**src/rtl/pn_bist_pkg.sv**
```systemverilog
package pn_bist_pkg;
    localparam int PN_W   = 23;
    localparam int CHAR_W = 8;
    localparam logic [CHAR_W-1:0] SYNC_CHAR = 8'hBC;

    typedef logic [PN_W-1:0]   pn_state_t;
    typedef logic [CHAR_W-1:0] char_t;

    typedef struct packed {
        pn_state_t nxt;
        char_t     ch;
    } pn_step_t;

    typedef enum logic [1:0] {TX_IDLE, TX_SYNC, TX_PN} tx_phase_e;
    typedef enum logic [1:0] {CK_OFF, CK_LOAD, CK_VERIFY, CK_LOCK} ck_state_e;

    typedef struct packed {
        logic err;
        logic k;
        logic idle;
    } rx_flags_t;

    // Eight steps of 1 + x^5 + x^23, first new bit lands in bit 7.
    function automatic pn_step_t pn_advance(pn_state_t s);
        pn_step_t r;
        logic     fb;
        r.nxt = s;
        r.ch  = '0;
        for (int i = CHAR_W - 1; i >= 0; i--) begin
            fb    = r.nxt[PN_W-1] ^ r.nxt[4];
            r.nxt = {r.nxt[PN_W-2:0], fb};
            r.ch[i] = fb;
        end
        return r;
    endfunction
endpackage

```
**src/rtl/pn_tx_gen.sv**
```systemverilog
module pn_tx_gen
    import pn_bist_pkg::*;
#(
    parameter int        SYNC_TOTAL = 8,
    parameter pn_state_t SEED       = 23'h000001
) (
    input  logic  clk,
    input  logic  rst,
    input  logic  test_en,
    output char_t tx_data,
    output logic  tx_k
);
    localparam int CW = $clog2(SYNC_TOTAL + 1);

    tx_phase_e phase;
    logic [CW-1:0] cnt;
    pn_state_t lfsr;
    pn_step_t  stp;

    always_ff @(posedge clk) begin
        if (rst || !test_en) begin
            phase <= TX_IDLE;
            cnt   <= '0;
            lfsr  <= SEED;
        end else begin
            case (phase)
                TX_IDLE: begin
                    phase <= TX_SYNC;
                    cnt   <= '0;
                end
                TX_SYNC: begin
                    if (cnt == CW'(SYNC_TOTAL - 1)) phase <= TX_PN;
                    else cnt <= cnt + 1'b1;
                end
                default: lfsr <= stp.nxt;
            endcase
        end
    end

    always_comb begin
        stp = pn_advance(lfsr);
        case (phase)
            TX_SYNC: begin tx_data = SYNC_CHAR; tx_k = 1'b1; end
            TX_PN:   begin tx_data = stp.ch;    tx_k = 1'b0; end
            default: begin tx_data = '0;        tx_k = 1'b0; end
        endcase
    end

    // pattern starts only after the full sync count
    p_sync_len_r1: assert property (@(posedge clk) disable iff (rst)
        (phase == TX_PN && $past(phase) == TX_SYNC) |-> $past(cnt) == CW'(SYNC_TOTAL - 1));

    // generator never holds the all-zero state
    p_seed_nonzero_r2: assert property (@(posedge clk) disable iff (rst)
        lfsr != '0);
endmodule

```
**src/rtl/pn_rx_check.sv**
```systemverilog
module pn_rx_check
    import pn_bist_pkg::*;
#(
    parameter int LOCK_CNT = 4
) (
    input  logic  clk,
    input  logic  rst,
    input  logic  test_en,
    input  char_t rx_data,
    input  logic  rx_k,
    output char_t err_cnt,
    output logic  locked
);
    localparam int MW = $clog2(LOCK_CNT + 1);

    ck_state_e st;
    pn_state_t ref_q;
    logic [1:0] ld_cnt;
    logic [MW-1:0] match_cnt;
    pn_step_t  exp_s;
    pn_state_t loaded;
    logic      hit;

    always_comb begin
        exp_s  = pn_advance(ref_q);
        loaded = {ref_q[PN_W-CHAR_W-1:0], rx_data};
        hit    = !rx_k && (rx_data == exp_s.ch);
    end

    always_ff @(posedge clk) begin
        if (rst || !test_en) begin
            st        <= CK_OFF;
            ref_q     <= '0;
            ld_cnt    <= '0;
            match_cnt <= '0;
            err_cnt   <= '0;
        end else begin
            case (st)
                CK_OFF: begin
                    st     <= CK_LOAD;
                    ld_cnt <= '0;
                end
                CK_LOAD: if (!rx_k) begin
                    ref_q <= loaded;
                    if (ld_cnt == 2'd2) begin
                        ld_cnt <= '0;
                        if (loaded != '0) begin
                            st        <= CK_VERIFY;
                            match_cnt <= '0;
                        end
                    end else begin
                        ld_cnt <= ld_cnt + 1'b1;
                    end
                end
                CK_VERIFY: begin
                    if (hit) begin
                        ref_q <= exp_s.nxt;
                        if (match_cnt == MW'(LOCK_CNT - 1)) st <= CK_LOCK;
                        else match_cnt <= match_cnt + 1'b1;
                    end else begin
                        st     <= CK_LOAD;
                        ld_cnt <= '0;
                    end
                end
                default: begin
                    ref_q <= exp_s.nxt;
                    if (!hit && err_cnt != 8'hFF) err_cnt <= err_cnt + 1'b1;
                end
            endcase
        end
    end

    assign locked = (st == CK_LOCK);

    // saturated count stays put while the test runs
    p_no_overflow_r5: assert property (@(posedge clk) disable iff (rst)
        (err_cnt == 8'hFF && test_en) |=> (err_cnt == 8'hFF || !test_en));

    // count moves by at most one per character
    p_step_one_r4: assert property (@(posedge clk) disable iff (rst)
        (test_en && $past(test_en)) |-> (err_cnt == $past(err_cnt) || err_cnt == $past(err_cnt) + 8'd1));

    // lock is reached only through verification
    p_lock_path_r3: assert property (@(posedge clk) disable iff (rst)
        (st == CK_LOCK) |-> ($past(st) == CK_LOCK || $past(st) == CK_VERIFY));

    // reference is never all zeros once past loading
    p_ref_nonzero_r8: assert property (@(posedge clk) disable iff (rst)
        (st == CK_VERIFY || st == CK_LOCK) |-> ref_q != '0);

    // count is zero after any inactive cycle
    p_clear_r6: assert property (@(posedge clk) disable iff (rst)
        !$past(test_en) |-> err_cnt == '0);
endmodule

```
**src/rtl/pn_bist.sv**
```systemverilog
module pn_bist
    import pn_bist_pkg::*;
#(
    parameter int          SYNC_LEN    = 4,
    parameter int          SYNC_EVENTS = 2,
    parameter int          LOCK_CNT    = 4,
    parameter logic [22:0] SEED        = 23'h000001
) (
    input  logic       clk,
    input  logic       rst,
    input  logic       test_en,
    output logic [7:0] tx_data,
    output logic       tx_k,
    input  logic [7:0] rx_data,
    input  logic       rx_k,
    output logic [7:0] rd_data,
    output logic       rd_err,
    output logic       rd_k,
    output logic       rd_idle
);
    localparam int SYNC_TOTAL = SYNC_LEN * SYNC_EVENTS;

    char_t     cnt;
    logic      locked;
    rx_flags_t flags;

    pn_tx_gen #(.SYNC_TOTAL(SYNC_TOTAL), .SEED(SEED)) u_tx (
        .clk(clk), .rst(rst), .test_en(test_en),
        .tx_data(tx_data), .tx_k(tx_k)
    );

    pn_rx_check #(.LOCK_CNT(LOCK_CNT)) u_rx (
        .clk(clk), .rst(rst), .test_en(test_en),
        .rx_data(rx_data), .rx_k(rx_k),
        .err_cnt(cnt), .locked(locked)
    );

    always_comb begin
        if (test_en) begin
            rd_data    = cnt;
            flags.err  = locked && (cnt != '0);
            flags.k    = 1'b0;
            flags.idle = !locked;
        end else begin
            rd_data    = rx_data;
            flags.err  = 1'b0;
            flags.k    = rx_k;
            flags.idle = 1'b0;
        end
    end

    assign {rd_err, rd_k, rd_idle} = flags;

    // only one status bit may be set during the test
    p_status_code_r3: assert property (@(posedge clk) disable iff (rst)
        test_en |-> $onehot0({rd_err, rd_k, rd_idle}));
endmodule

```
**config.mk**
```make
export PLATFORM = sky130hd
export DESIGN_NAME = pn_bist
export DESIGN_NICKNAME = d
export VERILOG_FILES = /design/src/rtl/pn_bist_pkg.sv /design/src/rtl/pn_tx_gen.sv /design/src/rtl/pn_rx_check.sv /design/src/rtl/pn_bist.sv
export SDC_FILE = /design/constraint.sdc
export NUM_CORES = 1
export LEC_CHECK = 0
export ABC_AREA = 1
export BUFFER_PORTS_ARGS = -buffer_cell sky130_fd_sc_hd__buf_4
export CORE_MARGIN = 3
export CORE_UTILIZATION = 28
export DETAILED_ROUTE_END_ITERATION = 8
export PLACE_DENSITY = 0.43
export SLEW_MARGIN = 30
export SYNTH_ARGS = -nofsm -noshare
export SYNTH_HDL_FRONTEND = slang
export SYNTH_SLANG_ARGS = --single-unit
```
**constraint.sdc**
```tcl
create_clock -name clk -period 1.7 [get_ports clk]
set_input_delay 0.255 -clock clk [delete_from_list [all_inputs] [get_ports clk]]
set_output_delay 0.255 -clock clk [all_outputs]
set_load 0.01 [all_outputs]
```
Word-level counts from Yosys, hierarchy flattened
Cells that the tools add are included.
{ "classes": {"addsub": 4, "eq_ne": 19, "n_mux": 27, "bitwise": 18, "reduce_logical": 24} }
{ "ops": {"columns": ["op", "count"], "rows": [
  ["$pmux W23 S3", 1],
  ["$mux W23", 2],
  ["$reduce_bool A23 Y1", 1],
  ["$mux W2", 9],
  ["$mux W3", 6],
  ["$pmux W8 S2", 1],
  ["$xor A1 B1 Y1", 16],
  ["$pmux W2 S3", 2],
  ["$add A8 B1 Y8 const B", 1],
  ["$eq A2 B2 Y1 const B", 4],
  ["$eq A8 B8 Y1", 1],
  ["$mux W8", 1],
  ["$ne A2 B1 Y1 const B", 4],
  ["$ne A2 B2 Y1 const B", 4],
  ["$ne A8 B8 Y1 const B", 1],
  ["$pmux W4 S2", 1],
  ["$reduce_bool A8 Y1", 1],
  ["$pmux W3 S2", 1],
  ["$reduce_and A2 Y1", 3],
  ["$reduce_and A3 Y1", 2],
  ["$reduce_and A6 Y1", 1],
  ["$reduce_and A5 Y1", 1],
  ["$add A4 B1 Y4 const B", 1],
  ["$eq A2 B1 Y1 const B", 2],
  ["other kinds (17)", 25]
]} }
{ "totals": {"ff_bits": 67, "input_bits": 12} }

Longest topological paths before layout
{ "depth": {"ltp_word": 7, "mapped_depth": 15} }

Modules after synthesis
Synthesis repeated with hierarchy kept, for this count alone.
{ "hier_totals": {"hier_cells": 550, "hier_area_um2": 3661.0} }
{ "by_module_without_submodules": {"columns": ["module", "instances", "cells_each", "area_per_inst_um2", "seq_area_each_um2"], "rows": [
  ["pn_rx_check", 1, 339, 2224.6, 760.7],
  ["pn_tx_gen", 1, 173, 1283.7, 580.6],
  ["pn_bist", 1, 38, 152.6, 0.0]
]} }

Worst setup path after synthesis
Ideal clock, no wire load.
{ "synth_path": {"kind": "reg2reg", "start": "reg u_tx.phase[1]", "end": "reg u_tx.lfsr[19]", "setup_time_ns": 0.065, "arrival_ns": 1.547, "path_slack_ns": 0.089, "path_stages_with_launch": 8, "path_buffers": 2, "synth_period_minus_slack_ns": 1.611, "cell_sequence": "dfxtp_1 -> inv_1 -> ha_1 -> nor2_1 -> clkbuf_1 -> clkbuf_1 -> o21ai_0 -> nor2_1"} }
{ "synth_between": {"elab_chain_len": 2, "elab_cells_between_ends": 3, "classes_between": "1 x eq/ne; 2 x reduce/logical"} }
{ "synth_rtl": {"columns": ["item", "line_no", "source"], "rows": [
  ["start: declaration", "pn_tx_gen.sv:15", "tx_phase_e phase;"],
  ["start signal: assignment", "pn_tx_gen.sv:22", "phase <= TX_IDLE;"],
  ["start signal: assignment", "pn_tx_gen.sv:28", "phase <= TX_SYNC;"],
  ["start signal: assignment", "pn_tx_gen.sv:32", "if (cnt == CW'(SYNC_TOTAL - 1)) phase <= TX_PN;"],
  ["$eq A2 B1 Y1 or $logic_not A2 Y1 (tied branches)", "pn_tx_gen.sv:26", "case (phase)"],
  ["$reduce_or A2 Y1 (no line) (*)", null, null],
  ["end signal: assignment", "pn_tx_gen.sv:35", "default: lfsr <= stp.nxt;"],
  ["end: declaration", "pn_tx_gen.sv:17", "pn_state_t lfsr;"]
]} }
Every way passes the cells marked *; elsewhere a longest branch is shown, timed or not.
A chain may end at the register's enable or synchronous reset.

Worst setup path after layout
{ "layout_path": {"start": "reg u_rx.ref_q[20]", "end": "reg u_rx.ref_q[15]"} }
{ "layout_between": {"elab_chain_len": 6} }
{ "layout_rtl": {"columns": ["item", "line_no", "source"], "rows": [
  ["start: declaration", "pn_rx_check.sv:17", "pn_state_t ref_q;"],
  ["start signal: assignment", "pn_rx_check.sv:44", "ref_q <= loaded;"],
  ["start signal: assignment", "pn_rx_check.sv:57", "ref_q <= exp_s.nxt;"],
  ["start signal: assignment", "pn_rx_check.sv:66", "ref_q <= exp_s.nxt;"],
  ["$xor A1 B1 Y1 (*)", "pn_bist_pkg.sv:30", "fb = r.nxt[PN_W-1] ^ r.nxt[4];"],
  ["$xor A1 B1 Y1", "pn_bist_pkg.sv:30", null],
  ["$eq A8 B8 Y1 (*)", "pn_rx_check.sv:27", "hit = !rx_k && (rx_data == exp_s.ch);"],
  ["$logic_and A1 B1 Y1 (*)", "pn_rx_check.sv:27", null],
  ["$ne A2 B1 Y1 (no line) (*)", null, null],
  ["$reduce_and A3 Y1 (no line) (*)", null, null]
]} }
Marked as above.

==> reports/results.ini <==
[global_routing]
grt_antenna_before_repair = 0
grt.overflow.total = 0
grt_start_max_net_pins = 47
grt_pass1_vias = 3408
grt.total_usage_pct = 14.9
grt_pass1_wl_mm = 16.6

[run]
drv_cap = 0

[floorplanning]
core_um2 = 12300
ioPinCount = 32
dieHeight_um = 119
fp.dieW_um = 119
start_util_pct = 29.1
rows = 40
die_area_um2 = 14200

[synth]
synth_cell_types = 27
ys_warn_count = 0
synth_area_um2 = 3570
synth_area_leaders = dfxtp_1, nand2_1, nor2_1, o21ai_0, inv_1
syn_inst = 552
synth_top_area_share_pct = 37.5
synth_area_per_cell_um2 = 6.47
syn_nets = 577
yosys.area.top_type = dfxtp_1
synth_seq_cells = 67
ys_seq_area_share_pct = 37.5

[placed_design]
dpl_worst_slack_ns = -0.0968
place.gp.congestion = 0.818
port_buffers = 31
dpl.hpwl_mm = 7.27

[sta]
worst_slew_pin_slew_ns = 0.500
final_hold_viol_count = 0
final.setup.tns_ns = -2.77
max_freq_ghz = 0.546
min_period_ns = 1.83
rsz0062_at_grt = true
slew_headroom_pct = 66.7
whs_ns = 0.292
setup_viol = 26
fin_worst_skew_ns = 0.00401
setup_ws_ns = -0.132
fin_crit_sh_pct = 108
slew_violations = 0

[worst_setup_path]
cp.required_ns = 1.98
critPathArrivalTime_ns = 2.11
start_kind = flip-flop
critPathKind = flip-flop to flip-flop
critPathCaptureType = flip-flop
cp_max_fo = 11

[pwr]
pwr_density_cell_nw_per_um2 = 828
p_leak_nw = 2.44
ir_drop_uv = 465

[final_layout]
register_area_um2 = 1360
drive_gt1_share_pct = 31.5
area_growth_pct = 44.4
n_antenna_cell = 0
final_cell_mix = nand2_1, nor2_1, buf_4, inv_1, dfxtp_1
multi_input_area_um2 = 2240
nNetsFinal = 662
fillerInstances = 1304
utilization_pct = 42.1
final_common_cell = nand2_1

[detailed_routing]
wl_per_cell_um = 13.3
drt_iter0_markers = 210
drt.antenna.violating_nets = 0
drtPass1Iterations = 4
routed_wl_mm = 10.8
num_vias = 3696
routed_via_density = 4.56
drcViolationCount = 0

[clocking]
htreeDepth = 3
cts.path.max_buffers = 2
cts_buffers = 9
cts_sinks = 67
cts_tree = done
clk_latency_ns = 0.34
cts_root_buffer = clkbuf_16
path_clk_slew_ns = 0.05

[status]
status = finished with violations
violations = setup timing

[worst_hold_path]
hold_path.class = input pin to flip-flop

## layout make-up
cell class	instances	area share [%]
inverter	68	5.24
clock inverter	5	0.558
clock buffer	11	4.71
timing repair buffer	93	15.5
tap	168	4.07
sequential	67	26.4
multi-input combinational	398	43.5
## timing repair
action	4_1_cts	5_1_grt
resized for setup	42	85
setup buffers	3	9
pin swaps	6	28
cloned	1	5
hold buffers	0	0
setup endpoints to repair	43	48
## sequential cells by signal, indices dropped and copies added (netlist names)
name	count
u_rx.ref_q	23
u_tx.cnt	4
u_rx.err_cnt	8
u_rx.st	2
u_tx.lfsr	23
u_tx.phase	2
u_rx.ld_cnt	2
u_rx.match_cnt	3
## report_power, final
| group | switching, mW | internal, mW | total [mW] | leakage (nW) |
|---|---|---|---|---|
| sequential | 0.0433 | 1.63 | 1.67 | 0.549 |
| clock | 0.722 | 1.02 | 1.74 | 0.139 |
| combinational | 0.488 | 0.374 | 0.862 | 1.75 |
| total | 1.25 | 3.02 | 4.27 | 2.44 |
## cell families after synthesis
kind of cell / share of synthesized area [%]
fa+ha+maj: 4.55
simple gates: 33.6
flops: 37.5
buf+inv: 9.63
xor+xnor: 3.43
compound gates: 11.2
## path summary, 6_finish.rpt
| path | cells after the start | slack (ns) | end | from |
|---|---|---|---|---|
| setup / recovery | 15 | -0.13 | u_rx.ref_q[15]$_SDFFE_PP0P_ | u_rx.ref_q[20]$_SDFFE_PP0P_ |
| hold / removal | 5 | 0.29 | u_rx.ref_q[3]$_SDFFE_PP0P_ | rx_data[3] |
| setup reg to reg | 15 | -0.13 | u_rx.ref_q[15]$_SDFFE_PP0P_ | u_rx.ref_q[20]$_SDFFE_PP0P_ |
| hold reg to reg | 2 | 0.47 | u_tx.cnt[3]$_SDFFE_PP0P_ | u_tx.cnt[3]$_SDFFE_PP0P_ |
## worst max-delay path: stages (launching register included)
cell       delay, ns
dfxtp_4         0.36
inv_4           0.07
nand2_4         0.06
nand2_4         0.07
buf_4           0.10
nand2_1         0.07
nand3_2         0.09
nand2_2         0.06
nor2_4          0.13
nand3_4         0.10
nand2_4         0.09
nand3_4         0.16
clkbuf_16       0.22
nand2_1         0.06
nand2_1         0.04
nor2_1          0.08
## cell usage after synthesis, drive strengths merged
master  number
nand2      140
nor2       113
dfxtp       67
inv         67
o21ai       50
nand3       25
a21oi       20
clkbuf      15
ha          13
nand4       12
xnor2        8
xor2         6
buf          4
a31oi        3
nor3         2
nor4         2
a211oi       1
a22oi        1
a41oi        1
clkinv       1
o211ai       1
## metal layers
layer	global-route usage, %	vias to the layer above	wire length [um]
met1	20.4	1697	5200
met5	0	-	0
met3	3.99	17	603
met2	22.6	78	4770
li1	-	1904	-
met4	5.21	0	215
## stage by stage
step | total power, mW | instances | cell area, um^2
after floorplan | 2.11 | 552 | 3570
after global placement | 2.36 | 777 | 4300
after detailed placement | 2.37 | 777 | 4300
after CTS | 4.15 | 797 | 4720
after global routing | 4.49 | 810 | 5160
final | 4.27 | 810 | 5160
No activity file was read; power rests on OpenSTA's default activity.
